File: config.mk
export PLATFORM = sky130hd
export DESIGN_NAME = fifo_irq_ctrl
export DESIGN_NICKNAME = d
export VERILOG_FILES = /design/src/rtl/fir_pkg.sv /design/src/rtl/fir_fill_ctr.sv /design/src/rtl/fir_irq_status.sv /design/src/rtl/fir_regfile.sv /design/src/rtl/fifo_irq_ctrl.sv
export SDC_FILE = /design/constraint.sdc
export NUM_CORES = 1
export LEC_CHECK = 0
export BUFFER_PORTS_ARGS = -buffer_cell sky130_fd_sc_hd__buf_2
export CAP_MARGIN = 15
export CORE_ASPECT_RATIO = 0.6
export CORE_UTILIZATION = 47
export DETAILED_ROUTE_END_ITERATION = 10
export PLACE_DENSITY = 0.71
export SYNTH_ARGS = -nofsm -noshare
export SYNTH_HDL_FRONTEND = slang
export SYNTH_SLANG_ARGS = --single-unit
File: constraint.sdc
create_clock -name clk -period 3.7 [get_ports clk]
set_input_delay 0.37 -clock clk [delete_from_list [all_inputs] [get_ports clk]]
set_output_delay 0.37 -clock clk [all_outputs]
set_load 0.03 [all_outputs]
File: src/rtl/fir_pkg.sv
package fir_pkg;

  // Register word layout: fields shared with the software view.
  localparam int FIELD_W      = 8;
  localparam int LO_LSB       = 0;
  localparam int HI_LSB       = 16;
  localparam int RX_FLUSH_POS = 15;
  localparam int TX_FLUSH_POS = 31;

  // Interrupt sources; bit position in the register word is index * stride.
  localparam int NUM_SRC    = 4;
  localparam int SRC_STRIDE = 4;
  localparam int SRC_RX_RDY = 0;
  localparam int SRC_TX_REQ = 1;
  localparam int SRC_RX_OVF = 2;
  localparam int SRC_DONE   = 3;

  // Sources whose status follows a level condition; the others latch events.
  localparam logic [NUM_SRC-1:0] LEVEL_SRC_MASK = 4'b0011;

  typedef enum logic [1:0] {
    ADDR_IEN = 2'd0,
    ADDR_STS = 2'd1,
    ADDR_CTL = 2'd2,
    ADDR_LVL = 2'd3
  } fir_addr_e;

  typedef logic [NUM_SRC-1:0] src_vec_t;

  function automatic logic [31:0] spread_src(input src_vec_t v);
    logic [31:0] w;
    w = '0;
    for (int i = 0; i < NUM_SRC; i++) w[i*SRC_STRIDE] = v[i];
    return w;
  endfunction

  function automatic src_vec_t gather_src(input logic [31:0] w);
    src_vec_t v;
    for (int i = 0; i < NUM_SRC; i++) v[i] = w[i*SRC_STRIDE];
    return v;
  endfunction

  // Receive side asks for service once it holds enough bytes.
  function automatic logic rx_level_hit(input logic [FIELD_W-1:0] cnt,
                                        input logic [FIELD_W-1:0] trig);
    return cnt >= trig;
  endfunction

  // Transmit side asks for data once it has drained far enough.
  function automatic logic tx_level_hit(input logic [FIELD_W-1:0] cnt,
                                        input logic [FIELD_W-1:0] trig);
    return cnt <= trig;
  endfunction

  function automatic logic [FIELD_W-1:0] default_trig(input int depth);
    return FIELD_W'((depth / 4) * 3);
  endfunction

endpackage

File: src/rtl/fir_fill_ctr.sv
module fir_fill_ctr #(
  parameter  int DEPTH = 128,
  localparam int CW    = $clog2(DEPTH + 1)
) (
  input  logic          clk,
  input  logic          rst_n,
  input  logic          push,
  input  logic          pop,
  input  logic          flush,
  output logic [CW-1:0] level
);

  localparam logic [CW-1:0] TOP = CW'(DEPTH);

  logic pop_ok;
  logic push_ok;

  // A pop frees a slot in the same cycle, so a full queue still takes a push.
  assign pop_ok  = pop && (level != '0);
  assign push_ok = push && ((level != TOP) || pop_ok);

  always_ff @(posedge clk or negedge rst_n) begin
    if (!rst_n) begin
      level <= '0;
    end else if (flush) begin
      level <= '0;
    end else if (push_ok && !pop_ok) begin
      level <= level + 1'b1;
    end else if (pop_ok && !push_ok) begin
      level <= level - 1'b1;
    end
  end

endmodule

File: src/rtl/fir_irq_status.sv
module fir_irq_status
  import fir_pkg::*;
(
  input  logic     clk,
  input  logic     rst_n,
  input  src_vec_t set,
  input  src_vec_t clr,
  output src_vec_t sts
);

  for (genvar i = 0; i < NUM_SRC; i++) begin : g_src
    if (LEVEL_SRC_MASK[i]) begin : g_level
      // Clear wins; a persisting condition sets the bit again next cycle.
      always_ff @(posedge clk or negedge rst_n) begin
        if (!rst_n)      sts[i] <= 1'b0;
        else if (clr[i]) sts[i] <= 1'b0;
        else if (set[i]) sts[i] <= 1'b1;
      end
    end else begin : g_event
      // Set wins so a one-cycle event is never lost to a racing clear.
      always_ff @(posedge clk or negedge rst_n) begin
        if (!rst_n)      sts[i] <= 1'b0;
        else if (set[i]) sts[i] <= 1'b1;
        else if (clr[i]) sts[i] <= 1'b0;
      end
    end
  end

endmodule

File: src/rtl/fir_regfile.sv
module fir_regfile
  import fir_pkg::*;
#(
  parameter logic [FIELD_W-1:0] TRIG_RST = 8'd96
) (
  input  logic               clk,
  input  logic               rst_n,
  input  logic               wr,
  input  logic [1:0]         addr,
  input  logic [31:0]        wdata,
  input  src_vec_t           sts,
  input  logic [FIELD_W-1:0] rx_level8,
  input  logic [FIELD_W-1:0] tx_level8,
  output logic [31:0]        rdata,
  output src_vec_t           ien,
  output logic [FIELD_W-1:0] rx_trig,
  output logic [FIELD_W-1:0] tx_trig,
  output logic               rx_flush,
  output logic               tx_flush,
  output src_vec_t           sts_clr
);

  fir_addr_e sel;
  logic      hit_ien;
  logic      hit_sts;
  logic      hit_ctl;
  logic      unused_wbits;

  assign sel     = fir_addr_e'(addr);
  assign hit_ien = wr && (sel == ADDR_IEN);
  assign hit_sts = wr && (sel == ADDR_STS);
  assign hit_ctl = wr && (sel == ADDR_CTL);

  assign sts_clr  = hit_sts ? gather_src(wdata) : '0;
  assign rx_flush = hit_ctl && wdata[RX_FLUSH_POS];
  assign tx_flush = hit_ctl && wdata[TX_FLUSH_POS];

  assign unused_wbits = ^{wdata[30:24], wdata[14:13], wdata[11:9]};

  always_ff @(posedge clk or negedge rst_n) begin
    if (!rst_n) begin
      ien     <= '0;
      rx_trig <= TRIG_RST;
      tx_trig <= TRIG_RST;
    end else begin
      if (hit_ien) ien <= gather_src(wdata);
      if (hit_ctl) begin
        rx_trig <= wdata[LO_LSB +: FIELD_W];
        tx_trig <= wdata[HI_LSB +: FIELD_W];
      end
    end
  end

  always_comb begin
    rdata = '0;
    case (sel)
      ADDR_IEN: rdata = spread_src(ien);
      ADDR_STS: rdata = spread_src(sts);
      ADDR_CTL: begin
        rdata[LO_LSB +: FIELD_W] = rx_trig;
        rdata[HI_LSB +: FIELD_W] = tx_trig;
      end
      ADDR_LVL: begin
        rdata[LO_LSB +: FIELD_W] = rx_level8;
        rdata[HI_LSB +: FIELD_W] = tx_level8;
      end
      default: rdata = '0;
    endcase
  end

endmodule

File: src/rtl/fifo_irq_ctrl.sv
module fifo_irq_ctrl
  import fir_pkg::*;
#(
  parameter int DEPTH = 128  // 1 .. 255, so a count fits its 8-bit field
) (
  input  logic        clk,
  input  logic        rst_n,
  input  logic        reg_wr,
  input  logic [1:0]  reg_addr,
  input  logic [31:0] reg_wdata,
  output logic [31:0] reg_rdata,
  input  logic        rx_push,
  input  logic        rx_pop,
  input  logic        tx_push,
  input  logic        tx_pop,
  input  logic        xfer_done,
  output logic        irq
);

  localparam int            CW       = $clog2(DEPTH + 1);
  localparam logic [CW-1:0] FULL_LVL = CW'(DEPTH);

  logic [CW-1:0]      rx_level;
  logic [CW-1:0]      tx_level;
  logic [FIELD_W-1:0] rx_level8;
  logic [FIELD_W-1:0] tx_level8;
  logic [FIELD_W-1:0] rx_trig;
  logic [FIELD_W-1:0] tx_trig;
  logic               rx_flush;
  logic               tx_flush;

  // Named internal events, observed by the bound checker.
  logic     rx_full;
  logic     rx_ovf_evt;
  logic     rx_rdy_hit;
  logic     tx_req_hit;
  src_vec_t sts_set;
  src_vec_t sts_clr;
  src_vec_t sts;
  src_vec_t ien;

  fir_fill_ctr #(.DEPTH(DEPTH)) u_rx_ctr (
    .clk   (clk),
    .rst_n (rst_n),
    .push  (rx_push),
    .pop   (rx_pop),
    .flush (rx_flush),
    .level (rx_level)
  );

  fir_fill_ctr #(.DEPTH(DEPTH)) u_tx_ctr (
    .clk   (clk),
    .rst_n (rst_n),
    .push  (tx_push),
    .pop   (tx_pop),
    .flush (tx_flush),
    .level (tx_level)
  );

  assign rx_level8  = FIELD_W'(rx_level);
  assign tx_level8  = FIELD_W'(tx_level);
  assign rx_full    = (rx_level == FULL_LVL);
  assign rx_ovf_evt = rx_push && rx_full && !rx_pop;
  assign rx_rdy_hit = rx_level_hit(rx_level8, rx_trig);
  assign tx_req_hit = tx_level_hit(tx_level8, tx_trig);

  always_comb begin
    sts_set             = '0;
    sts_set[SRC_RX_RDY] = rx_rdy_hit;
    sts_set[SRC_TX_REQ] = tx_req_hit;
    sts_set[SRC_RX_OVF] = rx_ovf_evt;
    sts_set[SRC_DONE]   = xfer_done;
  end

  fir_irq_status u_status (
    .clk   (clk),
    .rst_n (rst_n),
    .set   (sts_set),
    .clr   (sts_clr),
    .sts   (sts)
  );

  fir_regfile #(.TRIG_RST(default_trig(DEPTH))) u_regs (
    .clk       (clk),
    .rst_n     (rst_n),
    .wr        (reg_wr),
    .addr      (reg_addr),
    .wdata     (reg_wdata),
    .sts       (sts),
    .rx_level8 (rx_level8),
    .tx_level8 (tx_level8),
    .rdata     (reg_rdata),
    .ien       (ien),
    .rx_trig   (rx_trig),
    .tx_trig   (tx_trig),
    .rx_flush  (rx_flush),
    .tx_flush  (tx_flush),
    .sts_clr   (sts_clr)
  );

  assign irq = |(sts & ien);

endmodule

==> qor.yml, run 1 <==
run_status: "finished clean"
post_cts_hold_buffer_count: 0
worst_setup_hold_path_clk_slew_ns: 0.08
worst_clock_skew_ns: 0.004729
ys_ff_latch: 40
std_cell_rows: 22
grt_pass1_vias: 2503
detailedRoute.firstPassIterationCount: 5
post_cts_resize_count: 0
synth.cells.most_frequent: "36 x sky130_fd_sc_hd__dfrtp_1, 31 x sky130_fd_sc_hd__nand2_1, 30 x sky130_fd_sc_hd__ha_1"
ir_drop_uv: 233.2
die_width_microns: 107.1
holdCritPathClass: "in2async"
cp_slowest_stage_delay_ns: 0.45
netlist_top_cells_area: "sky130_fd_sc_hd__dfrtp_1 29%, sky130_fd_sc_hd__ha_1 12%, sky130_fd_sc_hd__mux2i_1 5.5%"
synthCells: 342
hpwlAfterDp_mm: 5.817
fmaxAchievable_mhz: 298.2
area_growth_syn_to_layout_pct: 10.93
required_ns: 3.87
cts_tree: "built"
finalWorstPathRequiredPeriod_ns: 3.353
synth-seq-area-share_pct: 32.32
drt.antenna.violating_nets: 0
fraction_of_final_layout_cells_with_drive_strength_greater_than_1_pct: 19.17
drt_first_iter_violations: 208
io_pins: 75
setup_viol: 0
max_slew.worst_pin.slew_ns: 0.9072
maxCapViolCount: 0
syn-cell-area_sq_um: 3113
grt_first_pass_wirelength_mm: 12.35
critical_path.n_buffers_inverters: 1
die_area_sq_um: 6964
timing.critical_path.fanout_max: 6
cts_inserted_buffers: 5
wl_per_cell_microns: 15.93
grt_overflow_total: 0
fin_nets: 459
static-leakage-power_nw: 1.641
num_antenna_cells: 0
core_footprint_sq_um: 6248
timing.critical_path.slowest_stage_cell: "sky130_fd_sc_hd__dfrtp_1"
yosys.area.top_type: "sky130_fd_sc_hd__dfrtp_1"
avgSynthCellArea_sq_um: 9.102
timing.final.hold_violations: 0
groute.usage.overall_pct: 23.11
most_instantiated_library_cell_after_synthesis: "sky130_fd_sc_hd__dfrtp_1"
grt_start_max_net_pins: 41
worst_path_cell_trace: "nor4_1 > nand3_1 > nor3b_1 > nor2b_1 > ha_1 > inv_1 > ha_1 > a211oi_1 > o21bai_1 > a21oi_1 > nor3b_1 > nor3_1"
maxSlewViolCount: 0
clock_tree.htree_level_count: 2
critical_path.endpoint_type: "flip-flop"
power_w: 0.002430
multi_input_comb_area_sq_um: 1897
avg_vias_per_cell: 5.687
synth_top_area_share_pct: 28.94
power.density_cell_area_nw_per_um2: 703.6
dominantRegCellSynth: "sky130_fd_sc_hd__dfrtp_1"
clock_sink_count: 40
fp.dieH_microns: 65.04
via_count: 2673
routabilityCongestion: 0.8358
crit_type: "reg2reg"
port_buffers: 48
postCtsSetupRepairBufs: 0
number_of_remaining_drc_errors: 0
slew-limit-headroom_pct: 39.52
grt_setup_unrepaired: "false"
wl_mm: 7.489
layout.area.seq_sq_um: 1006
start_kind: "flip-flop"
yosysWarningCount: 0
setup_tns_ns: 0
cpLargestDelayFamily: "simple AND/OR/NAND/NOR gates"
count_of_flip_flops_with_a_built_in_enable_after_synthesis: 0
async_flop_share_pct: 100.0
grt_antenna_before_repair: 0
layout_worst_path_cycle_share_pct: 90.62
cp.arrival_ns: 3.53
floorplan.initialDensity_pct: 49.82
cts-root-to-sink-buffers: 2
yosys.cell_types.count: 49
fill_cells: 561
cts.root.buffer_cell: "sky130_fd_sc_hd__clkbuf_8"
worstSkewPairLatency_ns: 0.29
## flip-flops by register name (all words and copies together), names as in the netlist
signal          cells
u_regs.rx_trig      8
u_regs.tx_trig      8
u_tx_ctr.level      8
u_status.sts        4
u_regs.ien          4
u_rx_ctr.level      8
## power by group
part	internal, W	switching [W]	leakage, nW
sequential	0.000581	0.000187	0.471
clock	0.000170	0.000154	0.0515
combinational	0.000581	0.000757	1.12
## placed cells by master (no fill, tap or decap), drive strengths merged, types with 4 or more instances in the layout
cell / n
ha: 30
dfstp: 4
o21ai: 24
nor3: 8
inv: 24
mux2i: 17
buf: 50
a21oi: 14
nor2b: 19
conb: 14
nor4b: 4
nand2: 31
dfrtp: 36
nand3: 11
nor2: 17
nor3b: 5
o21bai: 4
mux2: 7
a211oi: 9
a21o: 9
clkbuf: 8
## final timing paths
kind / startpoint / cells after the start / endpoint / slack, ns
worst max-delay path: u_rx_ctr.level[2] / 12 / u_rx_ctr.level[5] / 0.35
worst min-delay path: rst_n / 1 / u_regs.tx_trig[4] / 0.20
worst max register to register: u_rx_ctr.level[2] / 12 / u_rx_ctr.level[5] / 0.35
worst min register to register: u_status.sts[3] / 1 / u_status.sts[3] / 0.51
max in group asynchronous: rst_n / 1 / u_rx_ctr.level[3] / 2.92
min in group clk: xfer_done / 2 / u_status.sts[3] / 0.26
## cells by family (layout without fill, tap and decap cells)
| group | Yosys count | after routing | synth area share (%) |
|---|---|---|---|
| mux | 26 | 26 | 9.445 |
| flops | 40 | 40 | 32.31 |
| fa+ha+maj | 32 | 32 | 13.34 |
| xor+xnor | 4 | 4 | 1.126 |
| simple gates | 108 | 108 | 18.37 |
| compound gates | 80 | 80 | 16.96 |
| other cells | 1 | 14 | 0.1205 |
| buf+inv | 51 | 82 | 8.320 |
## metal layers
metal,part of all wire (%),GRT usage [%]
met5,0,0
met4,0.45,3.938
met3,8.4,5.433
met2,39,32.42
met1,52,35.84
## through the flow
stage	hold WS, ns	worst slack [ns]	utilization [%]	std cells	area (sq um)
3_3_place_gp	0.4921	0.5547	53.66	462	3353
3_5_place_dp	0.4932	0.4298	53.66	462	3353
6_report	0.2010	0.3470	55.27	470	3453
2_1_floorplan	0.07441	0.9782	-	355	3162
5_1_grt	0.2695	0.1307	55.27	470	3453
4_1_cts	0.2432	0.4059	55.27	470	3453
## layout make-up
cell class                      instances  share of cell area (%)
Multi-Input combinational cell        264                   54.93
Timing Repair Buffer                   50                   7.391
Clock buffer                            8                   2.899
Tap cell                               84                   3.043
Sequential cell                        40                   29.13
Inverter                               24                   2.609
Power figures use the tool's default switching activity.
==> run 2, diff against run 1 <==
--- a/config.mk
+++ b/config.mk
@@ -7,10 +7,8 @@
 export LEC_CHECK = 0
 export BUFFER_PORTS_ARGS = -buffer_cell sky130_fd_sc_hd__buf_2
 export CAP_MARGIN = 15
-export CORE_ASPECT_RATIO = 0.6
-export CORE_UTILIZATION = 47
+export CORE_UTILIZATION = 40
 export DETAILED_ROUTE_END_ITERATION = 10
-export PLACE_DENSITY = 0.71
 export SYNTH_ARGS = -nofsm -noshare
 export SYNTH_HDL_FRONTEND = slang
 export SYNTH_SLANG_ARGS = --single-unit
==> qor.yml, run 2 (same netlist as run 1, synthesis figures left out) <==
cts_tree: "built"
cts_inserted_buffers: 5
std_cell_rows: 31
port_buffers: 48
postCtsSetupRepairBufs: 0
cts.root.buffer_cell: "sky130_fd_sc_hd__clkbuf_8"
timing.rr.start: "u_rx_ctr.level[4]"
core_footprint_sq_um: 7370
maxSlewViolCount: 0
internal-power_w: 0.001306
num_antenna_cells: 0
die_area_sq_um: 8140
critical_path.endpoint_type: "flip-flop"
number_of_remaining_drc_errors: 0
grt_setup_unrepaired: "false"
clock_sink_count: 40
fp.dieH_microns: 90.22
detailedRoute.firstPassIterationCount: 4
required_ns: 3.87
ff2ff_setup_slack_ns: 0.41
holdCritPathClass: "in2async"
wl_mm: 6.966
grt_first_pass_wirelength_mm: 11.68
fraction_of_final_layout_cells_with_drive_strength_greater_than_1_pct: 19.22
max_slew.worst_pin.slew_ns: 0.9260
fill_cells: 730
area_growth_syn_to_layout_pct: 11.05
die_width_microns: 90.22
layout.cells.most_common_list: "48 x sky130_fd_sc_hd__buf_2, 36 x sky130_fd_sc_hd__dfrtp_1, 31 x sky130_fd_sc_hd__nand2_1, 30 x sky130_fd_sc_hd__ha_1"
place_area_sq_um: 3364
power_frac_clock_pct: 13.0
slew-limit-headroom_pct: 38.27
grt_pass1_vias: 2394
cp.arrival_ns: 3.46
setup_viol: 0
post_cts_resize_count: 0
via_count: 2502
post_cts_hold_buffer_count: 0
wl_per_cell_microns: 14.39
clock_tree.htree_level_count: 2
avg_vias_per_cell: 5.169
grt_overflow_total: 0
worst_setup_hold_path_clk_slew_ns: 0.08
power_frac_seq_pct: 32.6
timing.critical_path.fanout_max: 6
power_w: 0.002367
total_switching_power_w: 0.001060
holdWs_ns: 0.2045
grt_antenna_before_repair: 0
maxCapViolCount: 0
pwr-share-comb_pct: 54.5
drt_first_iter_violations: 57
static-leakage-power_nw: 1.636
worst_clock_skew_ns: 0.007693
routabilityCongestion: 0.8186
dpl_worst_slack_ns: 0.5029
ir_drop_uv: 209.3
switching_share_pct: 44.80
final_area_sq_um: 3457
mostFrequentLayoutCell: "sky130_fd_sc_hd__buf_2"
grt_start_max_net_pins: 41
floorplan.initialDensity_pct: 42.24
layout_worst_path_cycle_share_pct: 89.01
final.setup.worst_slack_ns: 0.4065
worstSkewPairLatency_ns: 0.29
power.density_cell_area_nw_per_um2: 684.6
finalWorstPathRequiredPeriod_ns: 3.293
crit_type: "reg2reg"
io_pins: 75
setup_tns_ns: 0
groute.usage.overall_pct: 17.76
cts-root-to-sink-buffers: 2
fmaxAchievable_mhz: 303.6
drt.antenna.violating_nets: 0
hpwlAfterDp_mm: 5.232
critical_path.reg2reg.endpoint: "u_rx_ctr.level[7]"
fin_nets: 458
worstRegToRegCells: 12
run_status: "finished clean"
timing.final.hold_violations: 0
start_kind: "flip-flop"
==> run 2: layout make-up <==
class	instances	area, sq um	share of cell area [%]
well taps	99	123.9	3.583
flip-flops and latches	40	1006	29.10
clock buffers	6	82.58	2.389
multi-input cells	264	1897	54.87
inverters	24	90.09	2.606
clock inverters	2	10.01	0.2895
repair buffers	49	247.7	7.166
==> run 2: power groups by stage <==
stage | clock, W | combinational, W | sequential [W]
floorplan | 0 | 0.00105 | 0.000707
global placement | 0 | 0.00125 | 0.000776
detailed placement | 0 | 0.00128 | 0.000778
CTS | 0.000319 | 0.00129 | 0.000768
global route | 0.000336 | 0.00146 | 0.000792
finish | 0.000307 | 0.00129 | 0.000771
==> run 2: per-layer routing <==
metal | vias up | share of wire (%) | wire length, microns | track usage, %
met5 | - | 0 | 0 | 0
met4 | 0 | 1.4 | 96 | 4.570
met3 | 10 | 3.3 | 232 | 2.961
met2 | 52 | 41 | 2875 | 26.59
met1 | 1165 | 54 | 3762 | 26.40
li1 | 1275 | - | - | -
==> run 2: how the worst max path moves through the flow <==
stage	cells past startpoint	slack, ns	start	endpoint
finish	12	0.41	u_rx_ctr.level[4]	u_rx_ctr.level[7]
global route	12	0.12	u_rx_ctr.level[4]	u_rx_ctr.level[7]
CTS	12	0.47	u_rx_ctr.level[4]	u_rx_ctr.level[7]
detailed placement	12	0.50	u_rx_ctr.level[4]	u_rx_ctr.level[7]
global placement	12	0.53	u_rx_ctr.level[4]	u_rx_ctr.level[7]
floorplan	11	0.98	u_tx_ctr.level[0]	u_tx_ctr.level[7]
==> run 2: worst max-delay path: stages, from the launching register on <==
cell and delay [ns]:
sky130_fd_sc_hd__dfrtp_1 0.47, sky130_fd_sc_hd__nor4_1 0.28, sky130_fd_sc_hd__nand3_1 0.13, sky130_fd_sc_hd__nor3b_1 0.35, sky130_fd_sc_hd__nor2b_1 0.12, sky130_fd_sc_hd__ha_1 0.29
sky130_fd_sc_hd__inv_1 0.21, sky130_fd_sc_hd__ha_1 0.28, sky130_fd_sc_hd__a211oi_1 0.43, sky130_fd_sc_hd__nor3_1 0.16, sky130_fd_sc_hd__mux2i_1 0.21, sky130_fd_sc_hd__o21ai_0 0.10
sky130_fd_sc_hd__nor3b_1 0.14
==> run 2: per-stage QoR <==
stage               instances  util [%]
floorplan                 355         -
global placement          476     45.65
detailed placement        476     45.65
CTS                       484     46.91
global route              484     46.91
finish                    484     46.91
